$ cat config.mk
export PLATFORM = sky130hd
export DESIGN_NAME = wir_ctrl
export DESIGN_NICKNAME = d
export VERILOG_FILES = /design/src/rtl/wir_pkg.sv /design/src/rtl/wir_ir.sv /design/src/rtl/wir_mode_fsm.sv /design/src/rtl/wir_decode.sv /design/src/rtl/wir_serial_path.sv /design/src/rtl/wir_ctrl.sv
export SDC_FILE = /design/constraint.sdc
export NUM_CORES = 1
export LEC_CHECK = 0
export ABC_AREA = 1
export BUFFER_PORTS_ARGS = -buffer_cell sky130_fd_sc_hd__buf_4
export CAP_MARGIN = 30
export CORE_MARGIN = 2
export CORE_UTILIZATION = 46
export CTS_CLUSTER_SIZE = 10
export DETAILED_ROUTE_END_ITERATION = 10
export PLACE_DENSITY_LB_ADDON = 0.08
export SLEW_MARGIN = 25
export SYNTH_ARGS = -nofsm -noshare
export SYNTH_HDL_FRONTEND = slang
export SYNTH_SLANG_ARGS = --single-unit
$ cat constraint.sdc
create_clock -name clk -period 1.3 [get_ports clk]
set_clock_uncertainty 0.05 [all_clocks]
set_input_delay 0 -clock clk [delete_from_list [all_inputs] [get_ports clk]]
set_output_delay 0 -clock clk [all_outputs]
set_load 0.02 [all_outputs]
$ cat src/rtl/wir_pkg.sv
package wir_pkg;

  localparam int IR_W    = 3;
  localparam int MODE_N  = 5;
  localparam int DRSEL_W = 2;

  typedef enum logic [IR_W-1:0] {
    OP_NORMAL  = 3'd0,
    OP_BYPASS  = 3'd1,
    OP_INTEST  = 3'd2,
    OP_EXTEST  = 3'd3,
    OP_ISOLATE = 3'd4
  } opcode_e;

  typedef enum logic [2:0] {
    MD_NORMAL  = 3'd0,
    MD_BYPASS  = 3'd1,
    MD_INTEST  = 3'd2,
    MD_EXTEST  = 3'd3,
    MD_ISOLATE = 3'd4
  } mode_e;

  typedef enum logic [DRSEL_W-1:0] {
    DR_BYPASS   = 2'd0,
    DR_BOUNDARY = 2'd1,
    DR_CORE     = 2'd2
  } drsel_e;

  typedef enum logic [1:0] {
    PH_IDLE    = 2'd0,
    PH_CAPTURE = 2'd1,
    PH_SHIFT   = 2'd2,
    PH_APPLY   = 2'd3
  } phase_e;

  function automatic mode_e op_to_mode(input logic [IR_W-1:0] op);
    mode_e m;
    case (op)
      OP_NORMAL:  m = MD_NORMAL;
      OP_BYPASS:  m = MD_BYPASS;
      OP_INTEST:  m = MD_INTEST;
      OP_EXTEST:  m = MD_EXTEST;
      OP_ISOLATE: m = MD_ISOLATE;
      default:    m = MD_BYPASS;
    endcase
    return m;
  endfunction

endpackage

$ cat src/rtl/wir_ir.sv
module wir_ir
  import wir_pkg::*;
#(
  parameter int             W       = IR_W,
  parameter logic [W-1:0]   CAP_PAT = 3'b001,
  parameter logic [W-1:0]   RST_OP  = '0
) (
  input  logic         clk,
  input  logic         rst_n,
  input  logic         si,
  input  logic         sel,
  input  logic         cap,
  input  logic         shf,
  input  logic         upd,
  output logic [W-1:0] shift_q,
  output logic [W-1:0] active_q,
  output logic         upd_evt
);

  logic         cap_en;
  logic         shf_en;
  logic [W-1:0] shift_d;
  logic [W-1:0] active_d;

  always_comb begin
    cap_en  = sel & cap;
    shf_en  = sel & shf & ~cap;
    upd_evt = sel & upd & ~cap & ~shf;
  end

  always_comb begin
    shift_d = shift_q;
    if (cap_en) begin
      shift_d = CAP_PAT;
    end else if (shf_en) begin
      shift_d = {si, shift_q[W-1:1]};
    end
  end

  always_comb begin
    active_d = active_q;
    if (upd_evt) begin
      active_d = shift_q;
    end
  end

  always_ff @(posedge clk or negedge rst_n) begin
    if (!rst_n) begin
      shift_q  <= '0;
      active_q <= RST_OP;
    end else begin
      shift_q  <= shift_d;
      active_q <= active_d;
    end
  end

  // capture loads the fixed pattern
  p_ir_capture_r2: assert property (@(posedge clk) disable iff (!rst_n)
    (sel && cap) |=> (shift_q == CAP_PAT));

  // shift moves toward bit 0 with serial input at the top
  p_ir_shift_r3: assert property (@(posedge clk) disable iff (!rst_n)
    (sel && shf && !cap) |=> (shift_q == {$past(si), $past(shift_q[W-1:1])}));

  // no instruction-path update means the active instruction holds
  p_ir_hold_r6: assert property (@(posedge clk) disable iff (!rst_n)
    !(sel && upd) |=> $stable(active_q));

endmodule

$ cat src/rtl/wir_mode_fsm.sv
module wir_mode_fsm
  import wir_pkg::*;
#(
  parameter int W = IR_W
) (
  input  logic         clk,
  input  logic         rst_n,
  input  logic         upd_evt,
  input  logic [W-1:0] next_op,
  input  logic         sel,
  input  logic         cap,
  input  logic         shf,
  input  logic         upd,
  output mode_e        mode_q,
  output phase_e       phase_q
);

  mode_e  mode_d;
  phase_e phase_d;
  logic   in_test;
  logic   d_cap;
  logic   d_shf;
  logic   d_upd;

  always_comb begin
    in_test = (mode_q == MD_INTEST) || (mode_q == MD_EXTEST);
    d_cap   = ~sel & cap;
    d_shf   = ~sel & shf & ~cap;
    d_upd   = ~sel & upd & ~cap & ~shf;
  end

  always_comb begin
    mode_d = mode_q;
    if (upd_evt) begin
      mode_d = op_to_mode(next_op);
    end
  end

  always_comb begin
    phase_d = phase_q;
    if (upd_evt || !in_test) begin
      phase_d = PH_IDLE;
    end else if (d_cap) begin
      phase_d = PH_CAPTURE;
    end else if (d_shf) begin
      phase_d = PH_SHIFT;
    end else if (d_upd) begin
      phase_d = PH_APPLY;
    end
  end

  always_ff @(posedge clk or negedge rst_n) begin
    if (!rst_n) begin
      mode_q  <= MD_NORMAL;
      phase_q <= PH_IDLE;
    end else begin
      mode_q  <= mode_d;
      phase_q <= phase_d;
    end
  end

  // mode moves only on an instruction update
  p_mode_only_on_update_r4: assert property (@(posedge clk) disable iff (!rst_n)
    !upd_evt |=> $stable(mode_q));

  // apply phase exists only inside a test mode
  p_apply_in_test_r11: assert property (@(posedge clk) disable iff (!rst_n)
    (phase_q == PH_APPLY) |-> in_test);

endmodule

$ cat src/rtl/wir_decode.sv
module wir_decode
  import wir_pkg::*;
#(
  parameter int N = MODE_N
) (
  input  mode_e        mode,
  output logic [N-1:0] mode_oh,
  output drsel_e       drsel,
  output logic         in_test,
  output logic         out_test,
  output logic         dr_active
);

  for (genvar i = 0; i < N; i++) begin : g_oh
    assign mode_oh[i] = (int'(mode) == i);
  end

  always_comb begin
    drsel     = DR_BYPASS;
    in_test   = 1'b0;
    out_test  = 1'b0;
    dr_active = 1'b0;
    case (mode)
      MD_INTEST: begin
        drsel     = DR_CORE;
        in_test   = 1'b1;
        dr_active = 1'b1;
      end
      MD_EXTEST: begin
        drsel     = DR_BOUNDARY;
        out_test  = 1'b1;
        dr_active = 1'b1;
      end
      MD_ISOLATE: begin
        in_test  = 1'b1;
        out_test = 1'b1;
      end
      default: begin
        drsel = DR_BYPASS;
      end
    endcase
  end

  // exactly one mode bit is active
  always_comb begin
    p_onehot_r5: assert ($countones(mode_oh) == 1);
  end

endmodule

$ cat src/rtl/wir_serial_path.sv
module wir_serial_path
  import wir_pkg::*;
(
  input  logic   clk,
  input  logic   rst_n,
  input  logic   si,
  input  logic   sel,
  input  logic   cap,
  input  logic   shf,
  input  drsel_e drsel,
  input  logic   ir_so,
  input  logic   bdy_so,
  input  logic   core_so,
  output logic   so
);

  logic byp_q;
  logic byp_d;
  logic byp_en;
  logic dr_so;

  always_comb begin
    byp_en = ~sel & (drsel == DR_BYPASS);
    byp_d  = byp_q;
    if (byp_en) begin
      if (cap) begin
        byp_d = 1'b0;
      end else if (shf) begin
        byp_d = si;
      end
    end
  end

  always_ff @(posedge clk or negedge rst_n) begin
    if (!rst_n) begin
      byp_q <= 1'b0;
    end else begin
      byp_q <= byp_d;
    end
  end

  always_comb begin
    case (drsel)
      DR_BOUNDARY: dr_so = bdy_so;
      DR_CORE:     dr_so = core_so;
      default:     dr_so = byp_q;
    endcase
    so = sel ? ir_so : dr_so;
  end

  // bypass bit delays serial input by one shift
  p_bypass_shift_r8: assert property (@(posedge clk) disable iff (!rst_n)
    (!sel && shf && !cap && drsel == DR_BYPASS) |=> (byp_q == $past(si)));

  // bypass capture clears the bit
  p_bypass_capture_r8: assert property (@(posedge clk) disable iff (!rst_n)
    (!sel && cap && drsel == DR_BYPASS) |=> !byp_q);

endmodule

$ cat src/rtl/wir_ctrl.sv
module wir_ctrl
  import wir_pkg::*;
#(
  parameter logic [IR_W-1:0] CAP_PAT = 3'b001
) (
  input  logic               clk,
  input  logic               rst_n,
  input  logic               ser_in_i,
  input  logic               ir_sel_i,
  input  logic               cap_i,
  input  logic               shift_i,
  input  logic               update_i,
  input  logic               bdy_so_i,
  input  logic               core_so_i,
  output logic               ser_out_o,
  output logic [MODE_N-1:0]  mode_o,
  output logic [DRSEL_W-1:0] dr_sel_o,
  output logic               wc_in_test_o,
  output logic               wc_out_test_o,
  output logic               dr_capture_o,
  output logic               dr_shift_o,
  output logic               dr_update_o,
  output logic               test_apply_o
);

  logic            rst_meta_q;
  logic            rst_sync_q;
  logic [IR_W-1:0] ir_shift;
  logic [IR_W-1:0] ir_active;
  logic            ir_upd_evt;
  mode_e           mode;
  phase_e          phase;
  drsel_e          drsel;
  logic            dr_active;

  // asynchronous assertion, two-flop synchronous release
  always_ff @(posedge clk or negedge rst_n) begin
    if (!rst_n) begin
      rst_meta_q <= 1'b0;
      rst_sync_q <= 1'b0;
    end else begin
      rst_meta_q <= 1'b1;
      rst_sync_q <= rst_meta_q;
    end
  end

  wir_ir #(
    .W       (IR_W),
    .CAP_PAT (CAP_PAT),
    .RST_OP  (OP_NORMAL)
  ) u_ir (
    .clk      (clk),
    .rst_n    (rst_sync_q),
    .si       (ser_in_i),
    .sel      (ir_sel_i),
    .cap      (cap_i),
    .shf      (shift_i),
    .upd      (update_i),
    .shift_q  (ir_shift),
    .active_q (ir_active),
    .upd_evt  (ir_upd_evt)
  );

  wir_mode_fsm #(
    .W (IR_W)
  ) u_fsm (
    .clk     (clk),
    .rst_n   (rst_sync_q),
    .upd_evt (ir_upd_evt),
    .next_op (ir_shift),
    .sel     (ir_sel_i),
    .cap     (cap_i),
    .shf     (shift_i),
    .upd     (update_i),
    .mode_q  (mode),
    .phase_q (phase)
  );

  wir_decode #(
    .N (MODE_N)
  ) u_dec (
    .mode      (mode),
    .mode_oh   (mode_o),
    .drsel     (drsel),
    .in_test   (wc_in_test_o),
    .out_test  (wc_out_test_o),
    .dr_active (dr_active)
  );

  wir_serial_path u_path (
    .clk     (clk),
    .rst_n   (rst_sync_q),
    .si      (ser_in_i),
    .sel     (ir_sel_i),
    .cap     (cap_i),
    .shf     (shift_i),
    .drsel   (drsel),
    .ir_so   (ir_shift[0]),
    .bdy_so  (bdy_so_i),
    .core_so (core_so_i),
    .so      (ser_out_o)
  );

  always_comb begin
    dr_sel_o     = drsel;
    dr_capture_o = dr_active & ~ir_sel_i & cap_i;
    dr_shift_o   = dr_active & ~ir_sel_i & shift_i & ~cap_i;
    dr_update_o  = dr_active & ~ir_sel_i & update_i & ~cap_i & ~shift_i;
    test_apply_o = (phase == PH_APPLY);
  end

  // active mode always agrees with the active instruction
  p_mode_tracks_ir_r5: assert property (@(posedge clk) disable iff (!rst_sync_q)
    mode == op_to_mode(ir_active));

  // forwarded shift only on a data-path shift
  p_dr_shift_gate_r10: assert property (@(posedge clk) disable iff (!rst_sync_q)
    dr_shift_o |-> (!ir_sel_i && shift_i && !cap_i));

  // forwarded strobes are mutually exclusive
  p_dr_strobe_excl_r10: assert property (@(posedge clk) disable iff (!rst_sync_q)
    $countones({dr_capture_o, dr_shift_o, dr_update_o}) <= 1);

  // apply flag only after a data-path update
  p_apply_rise_r11: assert property (@(posedge clk) disable iff (!rst_sync_q)
    $rose(test_apply_o) |-> $past(dr_update_o));

endmodule

# ---- After elaboration in Yosys (flattened, before gate mapping)
# Cells that the tools add are included.
dict set report totals {
  regBits 11
  output_inout_bits 14
  in_bits 9
  wordCells 70
}
dict set report classes {
  mux 15
  n_bitwise 23
  reduce_logical 13
  n_eq_ne 13
}
# cell count
set ops {}
lappend ops {{1-bit bitwise AND} 20}
lappend ops {{3-bit by 2-bit equality test with 1-bit output (second input constant)} 5}
lappend ops {{3-bit equality test (second input constant)} 5}
lappend ops {{3-bit one-hot mux with 4 select lines} 1}
lappend ops {{2-bit two-way mux} 4}
lappend ops {{3-bit logical NOT} 2}
lappend ops {{1-bit two-way mux} 6}
lappend ops {{3-bit two-way mux} 2}
lappend ops {{2-bit OR reduction} 3}
lappend ops {{2-bit equality test (second input constant)} 2}
lappend ops {{2-bit one-hot mux with 2 select lines} 1}
lappend ops {{2-bit nonzero test} 2}
lappend ops {{4-bit nonzero test} 1}
lappend ops {{1-bit NOT} 3}
lappend ops {{2-bit by 1-bit equality test with 1-bit output (second input constant)} 1}
lappend ops {{2-bit logical NOT} 1}
lappend ops {{1-bit logical OR} 2}
lappend ops {{1-bit one-hot mux with 2 select lines} 1}
lappend ops {{2-bit AND reduction} 1}
lappend ops {{1-bit logical NOT} 1}

# ---- Longest topological paths before layout
# Gate-level depths: netlist of run 1.
dict set report depth {
  ltp_word 8
  mapped_depth 6
  mapped_depth_nobuf 6
}

# ---- Cells and area by module
# Synthesis of run 1 repeated with hierarchy kept, for this count alone.
dict set report hier_totals {
  hier_cells 133
  hier_area_um2 872.1
}
# mod seq_area_each_um2 cells_per_inst area_per_inst_um2 n_inst
set by_module_without_submodules {}
lappend by_module_without_submodules {wir_ir 150.1 35 276.5 1}
lappend by_module_without_submodules {wir_mode_fsm 125.1 42 275.3 1}
lappend by_module_without_submodules {wir_serial_path 25.0 25 146.4 1}
lappend by_module_without_submodules {wir_ctrl 50.0 14 101.3 1}
lappend by_module_without_submodules {wir_decode 0.0 17 72.6 1}

# ---- Worst setup path before layout of run 1
# Ideal clock, no wire load.
dict set report synth_path {
  kind {flip-flop to output port}
  startpoint {register u_fsm.mode_q[2]}
  endpoint {output port mode_o[3]}
  path_buffers 2
  t_required_ns 1.250
  arrival_time_ns 1.212
  path_stages_with_launch 6
  slack_ns 0.038
  cell_sequence {dfrtp_1 -> inv_2 -> nand2_1 -> buf_6 -> nor2_1 -> buf_4}
}
dict set report synth_via {
  elab_chain_cells 1
}
# element line_no
set synth_lines {}
lappend synth_lines {{from (decl)} wir_mode_fsm.sv:14} ;# output mode_e mode_q,
lappend synth_lines {{from (signal assigned)} wir_mode_fsm.sv:57} ;# mode_q <= mode_d;
lappend synth_lines {{3-bit equality test} wir_decode.sv:15} ;# assign mode_oh[i] = (int'(mode) == i);
lappend synth_lines {{to (decl)} wir_ctrl.sv:16} ;# output logic [MODE_N-1:0] mode_o,
# Every way passes these cells.

# ---- Final worst setup path of run 1
dict set report layout_path {
  startpoint {register u_fsm.mode_q[1]}
  endpoint {output port ser_out_o}
}
dict set report layout_via {
  elab_chain_cells 5
  elab_cells_between_ends 7
  classes_between {eq/ne: 4; mux: 3}
}
# element line_no
set layout_lines {}
lappend layout_lines {{3-bit by 2-bit equality test with 1-bit output} wir_decode.sv:23} ;# case (mode)
lappend layout_lines {{2-bit one-hot mux with 2 select lines *} wir_decode.sv:23}
lappend layout_lines {{2-bit equality test / 2-bit by 1-bit equality test with 1-bit output (equally long branches)} wir_serial_path.sv:43} ;# case (drsel)
lappend layout_lines {{1-bit one-hot mux with 2 select lines *} wir_serial_path.sv:43}
lappend layout_lines {{1-bit two-way mux *} wir_serial_path.sv:48} ;# so = sel ? ir_so : dr_so;
lappend layout_lines {{to (decl)} wir_ctrl.sv:15} ;# output logic ser_out_o,
# Mark *: on every way between the ends. The rest lies on a longest branch, timed or not.

==> results.py, run 1 <==
metrics = {
    "clock_network": {
        "clock_path_buffers": 2,
        "cts_made_buffers": 3,
        "cts.sinks": 11,
        "clock_latency_ns": 0.27,
        "path_clk_slew_ns": 0.07,
        "root_buffer": "clkbuf_4",
        "cts_max_level": 1,
        "cts_tree": "built",
    },
    "synthesis": {
        "syn_nets": 91,
        "synth.distinct_cells": 18,
        "synth_seq_cells": 11,
        "syn_inst": 82,
        "synth_top_area_share": 0.449,
        "yosysTopAreaCell": "dfrtp_1",
        "synth-seq-area-share": 0.449,
        "synth_area_um2": 613,
        "syn_avg_cell_area_um2": 7.48,
        "ys.warnings.count": 0,
        "ys_top_cells_by_area": "dfrtp_1 (45%), nand2_1 (9.8%), nor2_1 (7.3%)",
    },
    "floorplan": {
        "dieWidth_um": 40.5,
        "start_util": 0.483,
        "ios": 23,
        "die_h_um": 40.5,
        "std_cell_rows": 13,
        "die_area_um2": 1640,
        "core-area_um2": 1270,
    },
    "critical_path": {
        "cp-end-kind": "output pin",
        "cp.required_ns": 1.25,
        "r2r-start": "u_fsm.mode_q[2]",
        "regToRegSetupSlack_ns": 0.20,
        "startpoint": "u_fsm.mode_q[1]",
        "path_class": "flop to output pin",
        "crit_arrival_ns": 1.33,
        "startpoint_type": "flop",
        "crit_fanout": 3,
    },
    "global_route": {
        "grt_pass1_wl_mm": 2.33,
        "grt_max_degree": 10,
        "antenna_found_initial": 0,
        "grt_overflow_total": 0,
        "grt_pass1_vias": 576,
        "grt_usage": 0.220,
    },
    "layout": {
        "area_growth_pct": 65.5,
        "fin_util": 0.800,
        "fin_nets": 131,
        "fillers": 86,
        "layout-drive-gt1-share": 0.471,
        "antennaDiodeCount": 0,
    },
    "route": {
        "ant_nets": 0,
        "routed_wl_mm": 1.63,
        "drc": 0,
        "drt_first_pass_iters": 3,
        "drt-vias-per-instance": 4.96,
        "vias": 674,
        "drt_iter0_markers": 12,
        "avgRoutedWirePerCell_um": 12.0,
    },
    "run_status": {
        "outcome": "finished, violations left",
        "violations": "setup timing",
    },
    "sta": {
        "setup_slack_ns": -0.0818,
        "finalMaxSlewViolations": 0,
        "setup_viol": 2,
        "holdWs_ns": 0.0272,
        "grt_setup_unrepaired": "true",
        "fmax_mhz": 724,
        "setup_tns_ns": -0.0856,
        "period_share": 1.06,
        "finalHoldViolCount": 0,
        "finalCriticalPeriod_ns": 1.38,
    },
    "power": {
        "leakage_uw": 0.000524,
        "fin_total_pwr_uw": 1300,
        "powerDensity_nw_per_um2": 1290,
        "max-vdd-ir-drop_v": 0.000812,
    },
    "place": {
        "gp_congestion": 0.735,
        "portBuffers": 22,
        "place_ws_ns": 0.0725,
        "hpwl_mm": 1.03,
    },
    "worst_hold_path": {
        "holdCritStartpoint": "cap_i",
        "hold_class": "primary input to flop",
    },
    "run": {
        "cap_viol_max_count": 0,
    },
}
==> metrics by stage <==
| stage | instance area [um^2] | std cells |
|---|---|---|
| 2_1_floorplan | 613 | 82 |
| 3_3_place_gp | 778 | 117 |
| 3_5_place_dp | 778 | 117 |
| 4_1_cts | 945 | 134 |
| 5_1_grt | 1010 | 136 |
| 6_report | 1010 | 136 |
==> cell type report <==
| cell class | instances | area [um^2] | share of cell area |
|---|---|---|---|
| Multi-Input combinational cell | 59 | 337 | 0.332 |
| Clock buffer | 3 | 22.5 | 0.0222 |
| Timing Repair Buffer | 36 | 305 | 0.301 |
| Sequential cell | 11 | 278 | 0.274 |
| Tap cell | 15 | 18.8 | 0.0185 |
| Clock inverter | 1 | 5.00 | 0.00493 |
| Inverter | 11 | 48.8 | 0.0481 |
==> synth_stat cells <==
cell	count
nand3_1	4
o21ai_1	1
inv_1	9
nor2_2	4
o21ai_0	5
buf_4	1
dfrtp_1	11
nand3_2	1
nand2_1	16
nor2_1	12
nand2_2	2
buf_6	1
nand4_1	3
a21oi_1	3
conb_1	1
inv_2	2
o21ai_2	2
nor3_1	4
==> repair_timing <==
action / CTS / global route
gates cloned: 1 / 0
resized for setup: 8 / 18
hold endpoints to repair: 5 / 0
hold buffers: 5 / 0
endpoints found under the setup margin: 10 / 11
pin swaps: 2 / 1
buffers inserted: 7 / 2
==> layer usage <==
metal  share of wire  track usage  vias to the layer above
met2            0.51        0.393                       19
li1                -            -                      342
met5               0            0                        -
met1            0.44        0.255                      311
met4          0.0037        0.100                        0
met3           0.046       0.0333                        2
==> where the power goes <==
| group | switching, uW | total [uW] | leakage [uW] | internal, uW |
|---|---|---|---|---|
| combinational | 340 | 624 | 0.000374 | 284 |
| clock | 120 | 233 | 0.0000177 | 114 |
| sequential | 55.8 | 447 | 0.000133 | 392 |
| total | 515 | 1300 | 0.000524 | 789 |
==> flip-flops by register name, summed over array words and instances, names as in the netlist <==
| name | flops |
|---|---|
| rst_meta_q | 1 |
| rst_sync_q | 1 |
| u_fsm.mode_q | 3 |
| u_fsm.phase_q | 2 |
| u_ir.shift_q | 3 |
| u_path.byp_q | 1 |
==> placed cells by master (no fill, tap or decap), drive strengths merged <==
cell and count:
nand4 3, clkinv 2, inv 10, nand2 19, nor2 16, nor3 4
nand3 5, clkbuf 3, dlygate4sd3 5, conb 1, buf 31, dfrtp 11
a21oi 3, o21ai 8
==> kinds of logic after synthesis <==
kind of cell | after synthesis | synth area share
and+or+nand+nor | 46 | 0.345
DFF | 11 | 0.449
AOI/OAI and AO/OA | 11 | 0.102
buffers and inverters | 13 | 0.0980
other | 1 | 0.00612
==> critical path, stage by stage (launching register included) <==
cell and delay (ns):
dfrtp_1 0.40, inv_2 0.07, nor2_2 0.14, nand3_1 0.08
nand2_1 0.08, nor2_1 0.05, nor2_1 0.09, buf_4 0.15
==> worst paths after layout <==
check / end / depth (start not counted)
setup / recovery: ser_out_o / 7
hold / removal: u_fsm.phase_q[1] / 4
hold reg to reg: u_fsm.mode_q[1] / 0
min in group asynchronous: u_fsm.mode_q[1] / 0
max in group asynchronous: rst_meta_q / 3
setup reg to reg: u_path.byp_q / 6
Note: power is estimated with default switching activity, not from simulation.
==> run 2: changes to the inputs <==
- CORE_AREA: not set -> 2 2 39 41
- CORE_MARGIN: 2 -> not set
- CORE_UTILIZATION: 46 -> not set
- CTS_BUF_LIST: not set -> sky130_fd_sc_hd__clkbuf_4 sky130_fd_sc_hd__clkbuf_8
- DIE_AREA: not set -> 0 0 41 43
==> run 2 against run 1 <==
  * The flow still finishes with violations (setup timing)
  * Total power down 2.8%
  * Final area down 2.8%
  * Non-clock buffer count down 1
  * Global-route usage down 1.3 points
  * Die area up 7.5%
  * Register-to-register slack worse by 0.03 ns
  * Worst hold slack better by 0.0088 ns
  * Fmax down 0.24%
  * Sequential share of layout area up 0.80 points
  * Count of clock-buffer cells in the layout up 1
  * Flip-flop and latch count unchanged
  * Clock power up 15%
==> results.py, run 2 (synthesis gave the netlist of run 1 again) <==
metrics = {
    "clock_network": {
        "cts_made_buffers": 3,
        "root_buffer": "clkbuf_4",
        "path_clk_slew_ns": 0.07,
        "clock_latency_ns": 0.28,
        "cts.sinks": 11,
        "cts_tree": "built",
        "clock_path_buffers": 2,
        "cts_max_level": 1,
    },
    "global_route": {
        "antenna_found_initial": 0,
        "grt_max_degree": 10,
        "grt_pass1_vias": 564,
        "grt_usage": 0.207,
        "grt_overflow_total": 0,
        "grt_pass1_wl_mm": 2.38,
    },
    "sta": {
        "fmax_mhz": 722,
        "finalCriticalPeriod_ns": 1.39,
        "finalHoldViolCount": 0,
        "finalMaxSlewViolations": 0,
        "setup_slack_ns": -0.0851,
        "setup_viol": 8,
        "period_share": 1.07,
        "grt_setup_unrepaired": "true",
    },
    "floorplan": {
        "die_h_um": 43,
        "dieWidth_um": 41,
        "ios": 23,
        "core-area_um2": 1380,
        "start_util": 0.443,
        "die_area_um2": 1760,
        "std_cell_rows": 14,
    },
    "critical_path": {
        "startpoint": "u_fsm.mode_q[2]",
        "cp.required_ns": 1.25,
        "crit_fanout": 4,
        "path_class": "flop to output pin",
        "crit_arrival_ns": 1.34,
        "cp-end-kind": "output pin",
        "startpoint_type": "flop",
        "ff2ff_path_depth": 6,
        "r2r-start": "u_fsm.mode_q[2]",
        "regToRegSetupSlack_ns": 0.17,
        "r2r-end": "u_fsm.phase_q[1]",
    },
    "place": {
        "gp_congestion": 0.745,
        "hpwl_mm": 1.05,
        "place.detailed.instances": 120,
        "dpl-instance-area_um2": 795,
        "portBuffers": 22,
    },
    "worst_hold_path": {
        "hold_depth": 4,
        "holdCritStartpoint": "update_i",
        "hold_class": "primary input to flop",
        "hold_end": "u_fsm.phase_q[0]",
    },
    "layout": {
        "layout.cells.non_filler": 135,
        "fillers": 105,
        "antennaDiodeCount": 0,
        "fin_nets": 129,
        "area_growth_pct": 60.8,
        "fin_util": 0.712,
        "layout-drive-gt1-share": 0.471,
        "final_common_cell": "buf_4",
        "reg.largest.list": "u_fsm.mode_q x3, u_ir.shift_q x3, u_fsm.phase_q x2",
        "mostFrequentLayoutCells": "buf_4 (24), nand2_1 (15), nor2_1 (9), dfrtp_1 (9)",
        "final_cell_area_um2": 986,
    },
    "route": {
        "routed_wl_mm": 1.52,
        "drt-vias-per-instance": 4.84,
        "ant_nets": 0,
        "drt_first_pass_iters": 4,
        "drt_iter0_markers": 4,
        "avgRoutedWirePerCell_um": 11.3,
        "drc": 0,
        "vias": 653,
    },
    "power": {
        "powerDensity_nw_per_um2": 1290,
        "leakage_uw": 0.000514,
        "fin_total_pwr_uw": 1270,
        "max-vdd-ir-drop_v": 0.000920,
    },
    "run_status": {
        "outcome": "finished, violations left",
        "violations": "setup timing",
    },
    "run": {
        "cap_viol_max_count": 0,
    },
}
## run 2: worst max-delay path by stage
stage,end,slack (ns),depth (start not counted)
after floorplan,mode_o[3],0.04,5
after global placement,u_fsm.phase_q[1],0.18,6
after detailed placement,wc_in_test_o,0.15,5
after CTS,ser_out_o,-0.03,7
after global routing,dr_update_o,-0.14,5
final,dr_update_o,-0.09,5
## run 2: what timing repair did
item,4_1_cts,5_1_grt
hold buffers,4,0
setup buffers,5,2
pin swaps,1,4
setup endpoints to repair,10,11
endpoints found under the hold margin,6,0
resized for setup,13,10
## run 2: metrics by stage
step | hold WS, ns | setup TNS, ns | setup WS [ns]
after global placement | -0.268 | 0 | 0.181
final | 0.0360 | -0.262 | -0.0851
after detailed placement | -0.267 | 0 | 0.150
after floorplan | -0.346 | 0 | 0.0379
after CTS | 0.0363 | -0.0828 | -0.0279
after global routing | 0.0443 | -0.940 | -0.144
## run 2: power by group
group | internal [uW] | switching [uW] | total (uW)
sequential | 392 | 54.0 | 446
clock | 140 | 127 | 267
combinational | 261 | 294 | 555
## run 2: final cells by class
type                            count  area [um^2]  share of cell area
Clock buffer                        4         30.0              0.0305
Tap cell                           16         20.0              0.0203
Inverter                           11         41.3              0.0419
Multi-Input combinational cell     58          318               0.322
Sequential cell                    11          278               0.282
Timing Repair Buffer               35          299               0.303
## run 2: critical path, stage by stage (launching register included)
cell     delay (ns)
dfrtp_2        0.44
inv_2          0.10
nand2_4        0.07
buf_4          0.14
nor3_4         0.17
buf_6          0.14
## run 2: metal layers
layer,track usage,share of wire,vias up
met2,0.313,0.51,18
met4,0.140,0.029,0
li1,-,-,339
met1,0.247,0.41,291
met3,0.0471,0.049,5
met5,0,0,-
